<file path="src/rtl/rtc_resp_pkg.sv">
// Shared constants for the clock command responder.
// Assumes byte-wide fields; codes are fixed by the bus protocol.
package rtc_resp_pkg;
    localparam int          BYTE_W         = 8;
    localparam logic [7:0]  CMD_READ       = 8'h07;
    localparam logic [7:0]  CMD_WRITE      = 8'h08;
    localparam logic [7:0]  BLK_CTRL       = 8'h00;
    localparam logic [7:0]  BLK_TIME       = 8'h02;
    localparam logic [7:0]  STOP_MASK      = 8'h04;
    localparam logic [7:0]  WP_MASK        = 8'h03;
    localparam logic [7:0]  CENTURY_CODE   = 8'h01;
    localparam logic [7:0]  STATUS_STOPPED = 8'h80;

    typedef enum logic [1:0] {
        OP_NONE  = 2'd0,
        OP_READ  = 2'd1,
        OP_WRITE = 2'd2
    } op_e;
endpackage

</file>
<file path="src/rtl/rtc_ctrl_regs.sv">
// Control block state: write-protect bits and running flag.
// Assumes we is a one-cycle strobe from the command decoder.
module rtc_ctrl_regs
    import rtc_resp_pkg::*;
(
    input  logic              clk,
    input  logic              rst_n,
    input  logic              we,
    input  logic [BYTE_W-1:0] wp_in,
    input  logic [BYTE_W-1:0] stop_in,
    output logic [BYTE_W-1:0] wp_bits,
    output logic              running
);
    // Latch control fields on a block-0 write; clock runs out of reset.
    always_ff @(posedge clk) begin
        if (!rst_n) begin
            wp_bits <= '0;
            running <= 1'b1;
        end else if (we) begin
            wp_bits <= wp_in & WP_MASK;
            running <= ((stop_in & STOP_MASK) == '0);
        end
    end
endmodule

</file>
<file path="src/rtl/rtc_time_store.sv">
// Time image, host new-time buffer and pending handshake.
// Assumes the sync engine pulses accept once per taken value;
// a host write in the same cycle as accept keeps the flag set.
module rtc_time_store
    import rtc_resp_pkg::*;
#(
    parameter int TIME_LEN = 7,
    localparam int TIME_W  = TIME_LEN * BYTE_W
) (
    input  logic              clk,
    input  logic              rst_n,
    input  logic              upd_valid,
    input  logic [TIME_W-1:0] upd_data,
    input  logic              we,
    input  logic [TIME_W-1:0] wr_data,
    input  logic              accept,
    output logic [TIME_W-1:0] time_img,
    output logic [TIME_W-1:0] new_time,
    output logic              pending
);
    // Time image follows the sync engine's updates only.
    always_ff @(posedge clk) begin
        if (!rst_n)         time_img <= '0;
        else if (upd_valid) time_img <= upd_data;
    end

    // Host writes load the buffer; write beats accept on the flag.
    always_ff @(posedge clk) begin
        if (!rst_n) begin
            new_time <= '0;
            pending  <= 1'b0;
        end else if (we) begin
            new_time <= wr_data;
            pending  <= 1'b1;
        end else if (accept) begin
            pending  <= 1'b0;
        end
    end
endmodule

</file>
<file path="src/rtl/rtc_resp_build.sv">
// Builds and registers the transmit buffer for one command.
// Assumes op is OP_NONE except in a command cycle; unused bytes are zero.
module rtc_resp_build
    import rtc_resp_pkg::*;
#(
    parameter int TX_LEN   = 12,
    parameter int TIME_LEN = 7,
    localparam int TX_W    = TX_LEN * BYTE_W,
    localparam int TIME_W  = TIME_LEN * BYTE_W,
    localparam int CENT_IDX = TIME_LEN,
    localparam int STAT_IDX = TIME_LEN + 1
) (
    input  logic              clk,
    input  logic              rst_n,
    input  op_e               op,
    input  logic [BYTE_W-1:0] blk,
    input  logic [TIME_W-1:0] time_img,
    input  logic              running,
    output logic              resp_valid,
    output logic [TX_W-1:0]   tx_buf
);
    logic [TX_W-1:0] tx_next;

    // Assemble the response from current state before any update.
    always_comb begin
        tx_next = '0;
        if (op != OP_NONE)
            tx_next[STAT_IDX*BYTE_W +: BYTE_W] = running ? '0 : STATUS_STOPPED;
        if (op == OP_READ) begin
            if (blk == BLK_CTRL) begin
                tx_next[1*BYTE_W +: BYTE_W] = running ? '0 : STOP_MASK;
            end else if (blk == BLK_TIME) begin
                tx_next[0 +: TIME_W]               = time_img;
                tx_next[CENT_IDX*BYTE_W +: BYTE_W] = CENTURY_CODE;
            end
        end
    end

    // Register the response one cycle after the command.
    always_ff @(posedge clk) begin
        if (!rst_n) begin
            resp_valid <= 1'b0;
            tx_buf     <= '0;
        end else begin
            resp_valid <= (op != OP_NONE);
            if (op != OP_NONE) tx_buf <= tx_next;
        end
    end
endmodule

</file>
<file path="src/rtl/rtc_cmd_responder.sv">
// Top: decodes the command buffer and steers it to the control
// registers, the time store and the response builder.
// Assumes cmd_valid is a one-cycle strobe with rx_buf stable alongside it.
module rtc_cmd_responder
    import rtc_resp_pkg::*;
#(
    parameter int RX_LEN   = 10,
    parameter int TX_LEN   = 12,
    parameter int TIME_LEN = 7,
    localparam int RX_W    = RX_LEN * BYTE_W,
    localparam int TX_W    = TX_LEN * BYTE_W,
    localparam int TIME_W  = TIME_LEN * BYTE_W
) (
    input  logic              clk,
    input  logic              rst_n,
    input  logic              cmd_valid,
    input  logic [RX_W-1:0]   rx_buf,
    output logic              resp_valid,
    output logic [TX_W-1:0]   tx_buf,
    input  logic              time_upd_valid,
    input  logic [TIME_W-1:0] time_upd,
    output logic [TIME_W-1:0] new_time,
    output logic              new_time_pending,
    input  logic              new_time_accept,
    output logic [BYTE_W-1:0] wp_bits,
    output logic              running
);
    logic [BYTE_W-1:0] rx_b [RX_LEN];
    logic [TIME_W-1:0] time_img;
    op_e               op;
    logic              ctrl_we;
    logic              time_we;

    // Split the flat receive buffer into bytes.
    for (genvar i = 0; i < RX_LEN; i++) begin : g_rx
        assign rx_b[i] = rx_buf[i*BYTE_W +: BYTE_W];
    end

    // Command decode: known codes only, qualified by the strobe.
    always_comb begin
        op = OP_NONE;
        if (cmd_valid && rx_b[0] == CMD_READ)  op = OP_READ;
        if (cmd_valid && rx_b[0] == CMD_WRITE) op = OP_WRITE;
        ctrl_we = (op == OP_WRITE) && (rx_b[1] == BLK_CTRL);
        time_we = (op == OP_WRITE) && (rx_b[1] == BLK_TIME);
    end

    rtc_ctrl_regs u_ctrl (
        .clk     (clk),
        .rst_n   (rst_n),
        .we      (ctrl_we),
        .wp_in   (rx_b[2]),
        .stop_in (rx_b[3]),
        .wp_bits (wp_bits),
        .running (running)
    );

    rtc_time_store #(.TIME_LEN(TIME_LEN)) u_time (
        .clk       (clk),
        .rst_n     (rst_n),
        .upd_valid (time_upd_valid),
        .upd_data  (time_upd),
        .we        (time_we),
        .wr_data   (rx_buf[2*BYTE_W +: TIME_W]),
        .accept    (new_time_accept),
        .time_img  (time_img),
        .new_time  (new_time),
        .pending   (new_time_pending)
    );

    rtc_resp_build #(.TX_LEN(TX_LEN), .TIME_LEN(TIME_LEN)) u_resp (
        .clk        (clk),
        .rst_n      (rst_n),
        .op         (op),
        .blk        (rx_b[1]),
        .time_img   (time_img),
        .running    (running),
        .resp_valid (resp_valid),
        .tx_buf     (tx_buf)
    );
endmodule

</file>
<file path="config.mk">
export PLATFORM = sky130hd
export DESIGN_NAME = rtc_cmd_responder
export DESIGN_NICKNAME = d
export VERILOG_FILES = /design/src/rtl/rtc_resp_pkg.sv /design/src/rtl/rtc_ctrl_regs.sv /design/src/rtl/rtc_time_store.sv /design/src/rtl/rtc_resp_build.sv /design/src/rtl/rtc_cmd_responder.sv
export SDC_FILE = /design/constraint.sdc
export NUM_CORES = 1
export LEC_CHECK = 0
export ABC_AREA = 1
export ABC_CLOCK_PERIOD_IN_PS = 2700
export BUFFER_PORTS_ARGS = -buffer_cell sky130_fd_sc_hd__buf_4
export CAP_MARGIN = 10
export CELL_PAD_IN_SITES_DETAIL_PLACEMENT = 0
export CELL_PAD_IN_SITES_GLOBAL_PLACEMENT = 2
export CORE_UTILIZATION = 25
export CTS_CLUSTER_SIZE = 10
export DETAILED_ROUTE_END_ITERATION = 7
export PLACE_DENSITY_LB_ADDON = 0.1
export SLEW_MARGIN = 30
export SYNTH_ARGS = -nofsm -noshare
export SYNTH_HDL_FRONTEND = slang
export SYNTH_SLANG_ARGS = --single-unit
</file>
<file path="constraint.sdc">
create_clock -name clk -period 2.7 [get_ports clk]
set_clock_uncertainty 0.2 [all_clocks]
set_input_delay 0.54 -clock clk [delete_from_list [all_inputs] [get_ports clk]]
set_output_delay 0.54 -clock clk [all_outputs]
set_load 0.03 [all_outputs]
</file>
==> impl_metrics.tcl <==
set metrics [dict create \
    cp-start-kind "flop" \
    yosys-top-cells-area "dfxtp_1 50%, nor2_1 13%, nand3_1 8.3%" \
    cts-resized-gates 0 \
    arrival_ns 1.00 \
    max_stage_delay_ns 0.38 \
    syn_inst 973 \
    slew_headroom 0.613 \
    seq_area_frac_synth 0.497 \
    die_width_um 170 \
    drt_iter0_markers 278 \
    synthToLayoutAreaGrowth_pct 37.7 \
    worst_pin_slew_ns 0.581 \
    coreArea_um2 27800 \
    rows 61 \
    finalSetupViolations 0 \
    cp_cell_sequence "buf_4" \
    run_status "completed" \
    postSynthAreaPerCell_um2 7.25 \
    tns_ns 0 \
    wl_mm 22.6 \
    syn_area_um2 7050 \
    antenna_found_initial 1 \
    finalCriticalPeriod_ns 1.74 \
    fill_cells 3084 \
    max_freq_mhz 574 \
    post-cts-setup-buffers 0 \
    synth_top_area_frac 0.497 \
    synth_seq_cells 175 \
    synth_cell_type_count 18 \
    grt_pass1_vias 6360 \
    clk_pin_slew_ns 0.08 \
    power_density_nw_per_um2 568 \
    post-place-ws_ns 0.591 \
    final_common_cell "buf_4" \
    crit_slowest_cell "dfxtp_1" \
    cts_tree "done" \
    hold_violations 0 \
    ir_drop_v 0.000271 \
    drive_gt1_frac 0.252 \
    ant_nets 0 \
    vias_per_cell 4.15 \
    period_share 0.645 \
    cts_num_sinks 175 \
    crit_family "flip-flops" \
    routabilityCongestion 0.694 \
    die_h_um 170 \
    fin_util 0.350 \
    crit_path_end_kind "output pin" \
    cp_data_required_time_ns 1.96 \
    p_leak_nw 4.67 \
    critical_path_class "reg -> out" \
    crit_buf_inv 1 \
    die-area_um2 28900 \
    regArea_um2 3500 \
    max-clock-path-buffers 2 \
    hold_path.class "in -> reg" \
    wl_per_cell_um 14.3 \
    finalNetCount 1330 \
    synth_top_area_cell "dfxtp_1" \
    cts-root-buf "clkbuf_16" \
    drc 0 \
    cap_viol_max_count 0 \
    grt_max_degree 114 \
    drt_pass1_iterations 4 \
    yosysWarningCount 0 \
    grt_setup_unrepaired "false" \
    drv_slew 0 \
    clock_latency_ns 0.43 \
    start_util 0.254 \
    cts-htree-levels 4 \
    grt_pass1_wl_mm 34.9 \
    cp_max_fo 4 \
    ctsHoldBuffers 0 \
    gr-total-overflow 0 \
    numCtsBuffers 17 \
    multiInputGateArea_um2 2790 \
    io_buffers 251 \
    vias 6565 \
    fin_hold_ws_ns 0.121 \
    most-common-layout-cells "257 x buf_4, 239 x nor2_1, 175 x dfxtp_1" \
    fin_total_pwr_mw 5.51 \
    postLayoutSetupSlackWorst_ns 0.959 \
    track_usage 0.156 \
    dpl.hpwl_mm 14.4 \
    ios 304 \
]
synthesized netlist by cell type:
cell	instances
clkbuf_1	33
buf_2	21
inv_2	2
buf_4	51
nand3b_1	2
dfxtp_1	175
nand2_2	2
nor2_2	2
o21ai_0	56
conb_1	1
buf_1	3
a21oi_1	59
buf_6	3
nand3_1	117
inv_1	71
nand4_1	2
nand2_1	134
nor2_1	239
where the power goes:
group | switching (mW) | internal, mW | leakage (nW)
sequential | 0.0254 | 2.64 | 1.42
combinational | 0.237 | 0.171 | 2.97
clock | 1.21 | 1.24 | 0.278
total | 1.47 | 4.05 | 4.67
per-layer routing:
metal	vias up	GRT usage	wire length, um
met2	198	0.253	10300
met4	0	0.0400	190
li1	3393	-	-
met1	2962	0.195	10300
met3	12	0.0558	1870
met5	-	0	0
sequential cells by signal, summed over array words and instances (netlist names):
register / cells
u_time.time_img: 56
u_ctrl.wp_bits: 2
u_time.pending: 1
u_time.new_time: 56
u_ctrl.running: 1
u_resp.resp_valid: 1
u_resp.tx_buf: 58
metrics by stage:
stage          std cells  area, um^2
3_5_place_dp        1548        9130
2_1_floorplan       1016        7210
4_1_cts             1580        9710
5_1_grt             1580        9710
6_report            1581        9710
3_3_place_gp        1548        9130
worst paths after layout:
path	from	to	slack [ns]	cells after the start
hold reg to reg	u_time.time_img[35]	u_resp.tx_buf[35]	0.28	2
setup / recovery	u_ctrl.running	running	0.96	1
hold / removal	time_upd[22]	u_time.time_img[22]	0.12	3
setup reg to reg	u_ctrl.running	u_resp.tx_buf[10]	1.74	5
logic make-up after synthesis:
group	share of synthesized area
other	0.000532
flip-flops	0.497
AO/OA/AOI/OAI	0.0816
AND/OR/NAND/NOR	0.289
buffers and inverters	0.132
area by class of cell:
| class | count | share of cell area |
|---|---|---|
| Antenna cell | 1 | 0.000258 |
| Tap cell | 378 | 0.0487 |
| Timing Repair Buffer | 265 | 0.215 |
| Inverter | 73 | 0.0282 |
| Clock inverter | 14 | 0.0155 |
| Clock buffer | 18 | 0.0442 |
| Multi-Input combinational cell | 657 | 0.287 |
| Sequential cell | 175 | 0.361 |
No activity file was read; power rests on OpenSTA's default activity.
